File: src/rtl/irq_trig_pkg.sv
package irq_trig_pkg;

  // Per-source control slice; bit order is what software sees:
  // lower bit = trigger type, upper bit = request flag.
  typedef struct packed {
    logic flag;
    logic trig_edge;
  } chan_ctl_t;

  localparam int CTL_BITS = $bits(chan_ctl_t);

endpackage

File: src/rtl/irq_rst_sync.sv
module irq_rst_sync #(
  parameter int STAGES = 2
) (
  input  logic clk_i,
  input  logic arst_ni,
  output logic rst_no
);

  logic [STAGES-1:0] chain_d;
  logic [STAGES-1:0] chain_q;

  always_comb begin
    chain_d = {chain_q[STAGES-2:0], 1'b1};
  end

  always_ff @(posedge clk_i or negedge arst_ni) begin
    if (!arst_ni) begin
      chain_q <= '0;
    end else begin
      chain_q <= chain_d;
    end
  end

  assign rst_no = chain_q[STAGES-1];

endmodule

File: src/rtl/irq_pin_sync.sv
module irq_pin_sync #(
  parameter int WIDTH  = 2,
  parameter int STAGES = 2
) (
  input  logic             clk_i,
  input  logic             rst_ni,
  input  logic [WIDTH-1:0] d_i,
  output logic [WIDTH-1:0] q_o
);

  logic [STAGES-1:0][WIDTH-1:0] st_d;
  logic [STAGES-1:0][WIDTH-1:0] st_q;

  always_comb begin
    st_d[0] = d_i;
    for (int s = 1; s < STAGES; s++) begin
      st_d[s] = st_q[s-1];
    end
  end

  // Idle level of an active-low pin is high.
  always_ff @(posedge clk_i or negedge rst_ni) begin
    if (!rst_ni) begin
      st_q <= '1;
    end else begin
      st_q <= st_d;
    end
  end

  assign q_o = st_q[STAGES-1];

endmodule

File: src/rtl/irq_trig_chan.sv
module irq_trig_chan
  import irq_trig_pkg::*;
(
  input  logic      clk_i,
  input  logic      rst_ni,
  input  logic      tick_i,
  input  logic      pin_s_i,
  input  logic      ack_i,
  input  logic      reti_i,
  input  logic      wr_en_i,
  input  chan_ctl_t wr_ctl_i,
  output logic      req_o,
  output chan_ctl_t rd_ctl_o
);

  logic lvl_q,  lvl_d;
  logic busy_q, busy_d;
  logic flag_q, flag_d;
  logic type_q, type_d;
  logic fall_hit;

  always_comb begin
    // High sample followed by a low sample on consecutive ticks.
    fall_hit = tick_i & lvl_q & ~pin_s_i;
    lvl_d    = tick_i ? pin_s_i : lvl_q;

    type_d = wr_en_i ? wr_ctl_i.trig_edge : type_q;

    busy_d = busy_q;
    if (ack_i)  busy_d = 1'b1;
    if (reti_i) busy_d = 1'b0;

    flag_d = flag_q;
    if (fall_hit && !busy_q) flag_d = 1'b1;
    if (wr_en_i)             flag_d = wr_ctl_i.flag;
    if (reti_i)              flag_d = 1'b0;
    if (!type_d)             flag_d = 1'b0;
  end

  always_ff @(posedge clk_i or negedge rst_ni) begin
    if (!rst_ni) begin
      lvl_q  <= 1'b1;
      busy_q <= 1'b0;
      flag_q <= 1'b0;
      type_q <= 1'b0;
    end else begin
      lvl_q  <= lvl_d;
      busy_q <= busy_d;
      flag_q <= flag_d;
      type_q <= type_d;
    end
  end

  always_comb begin
    req_o              = type_q ? flag_q : ~lvl_q;
    rd_ctl_o.trig_edge = type_q;
    rd_ctl_o.flag      = req_o;
  end

endmodule

File: src/rtl/ext_irq_trigger.sv
module ext_irq_trigger
  import irq_trig_pkg::*;
#(
  parameter  int NSRC        = 2,
  parameter  int SYNC_STAGES = 2,
  parameter  int RST_STAGES  = 2,
  localparam int CTL_W       = NSRC * CTL_BITS
) (
  input  logic             clk_i,
  input  logic             rst_ni,
  input  logic             tick_i,
  input  logic [NSRC-1:0]  pin_ni,
  input  logic [NSRC-1:0]  ack_i,
  input  logic [NSRC-1:0]  reti_i,
  input  logic             wr_en_i,
  input  logic [CTL_W-1:0] wr_data_i,
  output logic [NSRC-1:0]  req_o,
  output logic [CTL_W-1:0] ctl_o
);

  logic            rst_q_n;
  logic [NSRC-1:0] pin_s;

  irq_rst_sync #(.STAGES(RST_STAGES)) u_rst (
    .clk_i  (clk_i),
    .arst_ni(rst_ni),
    .rst_no (rst_q_n)
  );

  irq_pin_sync #(.WIDTH(NSRC), .STAGES(SYNC_STAGES)) u_sync (
    .clk_i (clk_i),
    .rst_ni(rst_q_n),
    .d_i   (pin_ni),
    .q_o   (pin_s)
  );

  for (genvar k = 0; k < NSRC; k++) begin : g_chan
    chan_ctl_t wr_slice;
    chan_ctl_t rd_slice;

    assign wr_slice = chan_ctl_t'(wr_data_i[k*CTL_BITS +: CTL_BITS]);

    irq_trig_chan u_chan (
      .clk_i   (clk_i),
      .rst_ni  (rst_q_n),
      .tick_i  (tick_i),
      .pin_s_i (pin_s[k]),
      .ack_i   (ack_i[k]),
      .reti_i  (reti_i[k]),
      .wr_en_i (wr_en_i),
      .wr_ctl_i(wr_slice),
      .req_o   (req_o[k]),
      .rd_ctl_o(rd_slice)
    );

    assign ctl_o[k*CTL_BITS +: CTL_BITS] = rd_slice;
  end

endmodule

File: config.mk
export PLATFORM = sky130hd
export DESIGN_NAME = ext_irq_trigger
export DESIGN_NICKNAME = d
export VERILOG_FILES = /design/src/rtl/irq_trig_pkg.sv /design/src/rtl/irq_rst_sync.sv /design/src/rtl/irq_pin_sync.sv /design/src/rtl/irq_trig_chan.sv /design/src/rtl/ext_irq_trigger.sv
export SDC_FILE = /design/constraint.sdc
export NUM_CORES = 1
export LEC_CHECK = 0
export BUFFER_PORTS_ARGS = -buffer_cell sky130_fd_sc_hd__buf_4
export CAP_MARGIN = 20
export CORE_AREA = 2 2 39 41
export CTS_BUF_LIST = sky130_fd_sc_hd__clkbuf_8
export CTS_CLUSTER_SIZE = 20
export DETAILED_ROUTE_END_ITERATION = 8
export DIE_AREA = 0 0 41 43
export PLACE_DENSITY = 0.79
export SLEW_MARGIN = 10
export SYNTH_ARGS = -nofsm -noshare
export SYNTH_HDL_FRONTEND = slang
export SYNTH_SLANG_ARGS = --single-unit
File: constraint.sdc
create_clock -name clk_i -period 2.1 [get_ports clk_i]
set_input_delay 0.21 -clock clk_i [delete_from_list [all_inputs] [get_ports clk_i]]
set_output_delay 0.21 -clock clk_i [all_outputs]
set_load 0.005 [all_outputs]
==> results of run 1 <==
## registers in the layout (all words and copies together) (netlist names)
register,flops
g_chan.u_chan.busy_q,2
g_chan.u_chan.flag_q,2
g_chan.u_chan.lvl_q,2
g_chan.u_chan.type_q,2
u_rst.chain_q,2
u_sync.q_o,2
u_sync.st_d,2
## final timing paths
path	slack [ns]	cells past startpoint	endpoint
worst min-delay path	0.07	1	u_sync.st_d[2]
worst max register to register	0.94	3	g_chan[1].u_chan.flag_q
worst min register to register	0.19	0	g_chan[0].u_chan.busy_q
max in group asynchronous	1.57	0	u_sync.st_d[3]
worst max-delay path	0.86	2	ctl_o[1]
min in group asynchronous	0.19	0	g_chan[0].u_chan.busy_q
## layout by cell type (no fill, tap or decap)
cell / count
a21oi_1: 2
a311o_1: 2
and3_1: 2
buf_4: 19
clkbuf_8: 3
conb_1: 1
dfrtp_1: 8
dfstp_2: 6
dlygate4sd3_1: 1
inv_1: 2
mux2_2: 4
nand2_1: 2
nor2_1: 6
o21ai_0: 2
## cells by family (layout without fill, tap and decap cells)
logic type,count (synthesis),count (layout),synth area share (%)
AO/OA/AOI/OAI,6,6,7.391
buffers and inverters,8,25,9.700
flip-flops,14,14,66.05
multiplexers,4,4,8.313
other,1,1,0.6922
AND/OR/NAND/NOR,10,10,7.852
## worst max-delay path: stages (launching register included)
cell and delay (ns):
dfstp_2 0.54, o21ai_0 0.11, buf_4 0.15
## metal layers
metal	GRT usage, %	up-vias
met2	17.19	17
met4	8.000	0
met5	0	-
met1	12.41	164
li1	-	171
met3	4.712	4
## cell type report
cell class | count | area (um2)
clock buffers | 3 | 41.29
fillers | 133 | 673.1
inverters | 2 | 7.507
multi-input cells | 21 | 131.4
flip-flops and latches | 14 | 357.8
well taps | 16 | 20.02
repair buffers | 20 | 152.6
## metrics by stage
stage	total power (uW)	utilization, %	instance area [um2]	hold slack, ns	cells
after floorplan	351.8	-	541.8	-0.08559	43
after global placement	378.8	47.65	659.4	-0.006850	72
after detailed placement	382.3	47.65	659.4	-0.006869	72
after CTS	595.4	51.36	710.7	0.07067	76
after global routing	619.4	51.36	710.7	0.06430	76
final	587.1	51.36	710.7	0.07366	76
## power by group
part / switching [uW] / total, uW / internal (uW)
Sequential: 14.2 / 309 / 295
Combinational: 22.1 / 68.4 / 46.3
Clock: 83.5 / 210 / 126
==> impl_metrics.py, run 1 <==
metrics = {
    "outcome": {
        "outcome": "finished clean",
    },
    "setup_path": {
        "crit_required_ns": 1.89,
        "startpoint": "g_chan[0].u_chan.lvl_q",
        "critPathKind": "flop to output pin",
        "crit_arrival_ns": 1.03,
        "worstSetupEndpointType": "output pin",
        "reg2reg_from": "u_sync.q_o[1]",
        "path_max_fanout": 3,
        "cp-start-kind": "flop",
    },
    "placement": {
        "place_ws_ns": 0.9376,
        "port_buffers": 19,
        "post-dp-hpwl_um": 633.2,
        "gp_congestion": 0.6401,
    },
    "sta": {
        "skew_ns": 0.001034,
        "timing.final.ws_setup_ns": 0.8607,
        "rsz0062_at_grt": "false",
        "post-route-min-period_ns": 1.239,
        "timing.final.crit_share_pct": 59.02,
        "hold_viol": 0,
        "drv_slew": 0,
        "setup_violations": 0,
        "fmax_mhz": 806.9,
        "setup_tns_ns": 0,
    },
    "synth": {
        "yosys.area.top_type": "dfrtp_1",
        "synth_edf_count": 0,
        "ys_warn_count": 0,
        "synth_area_um2": 541.8,
        "synth_fp_nets": 57,
        "ys_top_cells_by_count": "dfrtp_1 (8), buf_4 (6), dfstp_2 (6), nor2_1 (6), mux2_2 (4)",
        "post_synth_num_cell_types": 12,
        "synth-main-ff-cell": "dfrtp_1",
        "ys_ff_latch": 14,
        "ys_async_sr_fraction_pct": 100.0,
        "synth_top_area_share_pct": 36.95,
        "synthCells": 43,
        "avgSynthCellArea_um2": 12.60,
        "synth_area_leaders": "dfrtp_1 (37%), dfstp_2 (29%), buf_4 (8.3%)",
        "ys_seq_area_share_pct": 66.05,
        "yosysMostFrequentCell": "dfrtp_1",
    },
    "clock_network": {
        "clock_path_buffers": 2,
        "cts_tree": "yes",
        "postCtsSetupRepairBufs": 0,
        "clkSlewWorstSetupHoldPaths_ns": 0.05,
        "clk_latency_ns": 0.24,
        "cts_resized": 0,
        "cts_htree_levels": 1,
        "numCtsBuffers": 3,
        "cts_root_buf": "clkbuf_8",
        "holdBufCountCts": 1,
        "clock_sinks": 14,
    },
    "finish": {
        "diodes": 0,
        "area_growth_pct": 31.18,
        "drive_above_1_share_pct": 53.33,
        "final_nets": 76,
    },
    "global_routing": {
        "grt_usage_pct": 11.49,
        "antenna_found_initial": 0,
        "grt_pass1_vias": 347,
        "grt_pass1_wl_mm": 1.290,
        "grt_max_degree": 13,
        "grt_overflow": 0,
    },
    "floorplanning": {
        "die_y_um": 43,
        "core_area_um2": 1384,
        "top_level_ports": 20,
        "die_area_um2": 1763,
        "dieWidth_um": 41,
        "start_util_pct": 39.15,
        "num_rows": 14,
    },
    "drt": {
        "highest_layer": "met4",
        "route.vias.total": 356,
        "met3WireLength_um": 79,
        "detail_route.first_pass.iterations": 2,
        "routed_wl_um": 807,
        "wl_per_cell_um": 10.62,
        "dr_wl_met2_um": 378,
        "wl_met1_um": 323,
        "drt_iter0_markers": 4,
        "drc_errors": 0,
        "ant_nets": 0,
        "routed_via_density": 4.684,
    },
    "power_and_ir_drop": {
        "power_density_nw_per_um2": 826.1,
        "ir_drop_v": 0.0004765,
        "p_leak_uw": 0.0003449,
    },
    "hold_path": {
        "holdCritStartpoint": "pin_ni[0]",
        "hold_class": "input pin to flop",
    },
    "run": {
        "cap_violations": 0,
    },
}
Note: power is estimated with default switching activity, not from simulation.
==> run 2: changes to the inputs <==
- PLACE_DENSITY: 0.79 -> 0.82
- clock period: 2.1 -> 1.1 ns (I/O delays scaled with it)
==> run 2 against run 1 <==
  * Clock power increased by 140%
  * Worst setup slack got worse by 0.85 ns
  * Combinational power increased by 120%
  * Utilization increased by 3.7 points
  * Count of clock-buffer cells in the layout increased by 1
  * Power increased by 110%
  * Clock skew increased by 0.0035 ns
  * Sequential share of layout area decreased by 3.4 points
  * Routed wire length increased by 12%
  * Sequential power increased by 92%
  * Hold slack got worse by 0.051 ns
  * Critical path type unchanged
  * Highest routed layer unchanged
==> impl_metrics.py, run 2 (synthesis gave the netlist of run 1 again) <==
metrics = {
    "setup_path": {
        "cp-start-kind": "flop",
        "path_max_fanout": 3,
        "cp_slowest_cell": "dfstp_2",
        "crit_arrival_ns": 0.98,
        "slowest_delay_ns": 0.55,
        "critPathKind": "flop to output pin",
        "crit_path_cell_trace": "o21ai_2 -> buf_4",
        "crit_buf_inv": 1,
        "crit_required_ns": 0.99,
        "path_delay_family": "flip-flops",
        "worstSetupEndpointType": "output pin",
    },
    "placement": {
        "post-dp-hpwl_um": 684.6,
        "port_buffers": 19,
        "place_ws_ns": -0.005268,
        "gp_congestion": 0.6296,
    },
    "finish": {
        "final_common_cell": "buf_4",
        "fillers": 123,
        "diodes": 0,
        "drive_above_1_share_pct": 57.81,
        "mostFrequentLayoutCells": "buf_4 (20), dfrtp_1 (8), dfstp_2 (6)",
        "area_growth_pct": 40.65,
        "seq_area_um2": 357.8,
        "final_core_util_pct": 55.06,
        "multi_input_area_um2": 141.4,
        "final_nets": 79,
    },
    "drt": {
        "routed_via_density": 4.663,
        "drc_errors": 0,
        "routed_wl_um": 902,
        "ant_nets": 0,
        "drt_iter0_markers": 2,
        "detail_route.first_pass.iterations": 2,
        "route.vias.total": 373,
        "wl_per_cell_um": 11.28,
    },
    "hold_path": {
        "hold_class": "input pin to flop",
    },
    "clock_network": {
        "clkSlewWorstSetupHoldPaths_ns": 0.06,
        "clk_latency_ns": 0.25,
        "cts_tree": "yes",
        "clock_path_buffers": 2,
        "clock_sinks": 14,
        "cts_root_buf": "clkbuf_8",
        "numCtsBuffers": 3,
        "cts_htree_levels": 1,
    },
    "global_routing": {
        "grt_pass1_vias": 406,
        "grt_overflow": 0,
        "antenna_found_initial": 0,
        "grt_usage_pct": 13.40,
        "grt_pass1_wl_mm": 1.518,
        "grt_max_degree": 13,
    },
    "floorplanning": {
        "core_area_um2": 1384,
        "start_util_pct": 39.15,
        "die_area_um2": 1763,
        "num_rows": 14,
        "top_level_ports": 20,
        "dieWidth_um": 41,
        "die_y_um": 43,
    },
    "sta": {
        "setup_violations": 0,
        "rsz0062_at_grt": "true",
        "hold_viol": 0,
        "drv_slew": 0,
        "skew_ns": 0.004535,
        "post-route-min-period_ns": 1.091,
        "timing.final.ws_setup_ns": 0.008530,
        "setup_tns_ns": 0,
        "timing.final.crit_share_pct": 99.22,
        "fmax_mhz": 916.2,
    },
    "power_and_ir_drop": {
        "ir_drop_v": 0.001023,
        "p_leak_uw": 0.0003686,
        "totalPowerFinal_uw": 1237,
        "power_density_nw_per_um2": 1623,
    },
    "outcome": {
        "outcome": "finished clean",
    },
    "run": {
        "cap_violations": 0,
    },
}
-- run 2: power breakdown --
part	total, uW	leakage, uW	switching, uW	internal (uW)
Clock	496	0.0000288	179	317
Sequential	593	0.000162	31.2	562
Combinational	148	0.000178	46.4	101
-- run 2: path summary, 6_finish.rpt --
kind,endpoint,from,slack (ns),cells after the start
worst min register to register,g_chan[0].u_chan.busy_q,u_rst.chain_q[1],0.19,0
worst max-delay path,ctl_o[3],g_chan[1].u_chan.lvl_q,0.009,2
max in group asynchronous,g_chan[1].u_chan.lvl_q,u_rst.chain_q[1],0.56,0
min in group asynchronous,u_rst.chain_q[1],rst_ni,0.18,2
worst min-delay path,g_chan[0].u_chan.busy_q,reti_i[0],0.02,2
worst max register to register,g_chan[0].u_chan.flag_q,u_sync.q_o[0],0.03,3
-- run 2: per-layer routing --
layer  routed length (um)  track usage (%)
met3                   76            4.712
met1                  362            14.39
met2                  446            20.31
met4                   17            10.00
met5                    0                0
-- run 2: final cells by class --
type	count	share of cell area, %
clock buffer	4	7.225
multi-input combinational	21	18.56
inverter	2	0.9852
timing repair buffer	23	23.65
tap	16	2.627
sequential	14	46.96
-- run 2: timing repair --
| action | CTS | global route |
|---|---|---|
| endpoints found under the setup margin | 5 | 5 |
| pin swaps | 2 | 0 |
| setup buffers | 1 | 0 |
| hold buffers | 3 | 0 |
| hold endpoints to repair | 4 | 0 |
| gates resized for setup | 4 | 1 |
-- run 2: per-stage QoR --
stage                     hold slack, ns  std cells  cell area, um2
final                            0.02234         80           762.0
after global routing             0.01833         80           762.0
after CTS                        0.01853         80           759.5
after detailed placement         -0.1054         72           659.4
after global placement           -0.1071         72           659.4
after floorplan                  -0.1856         43           541.8
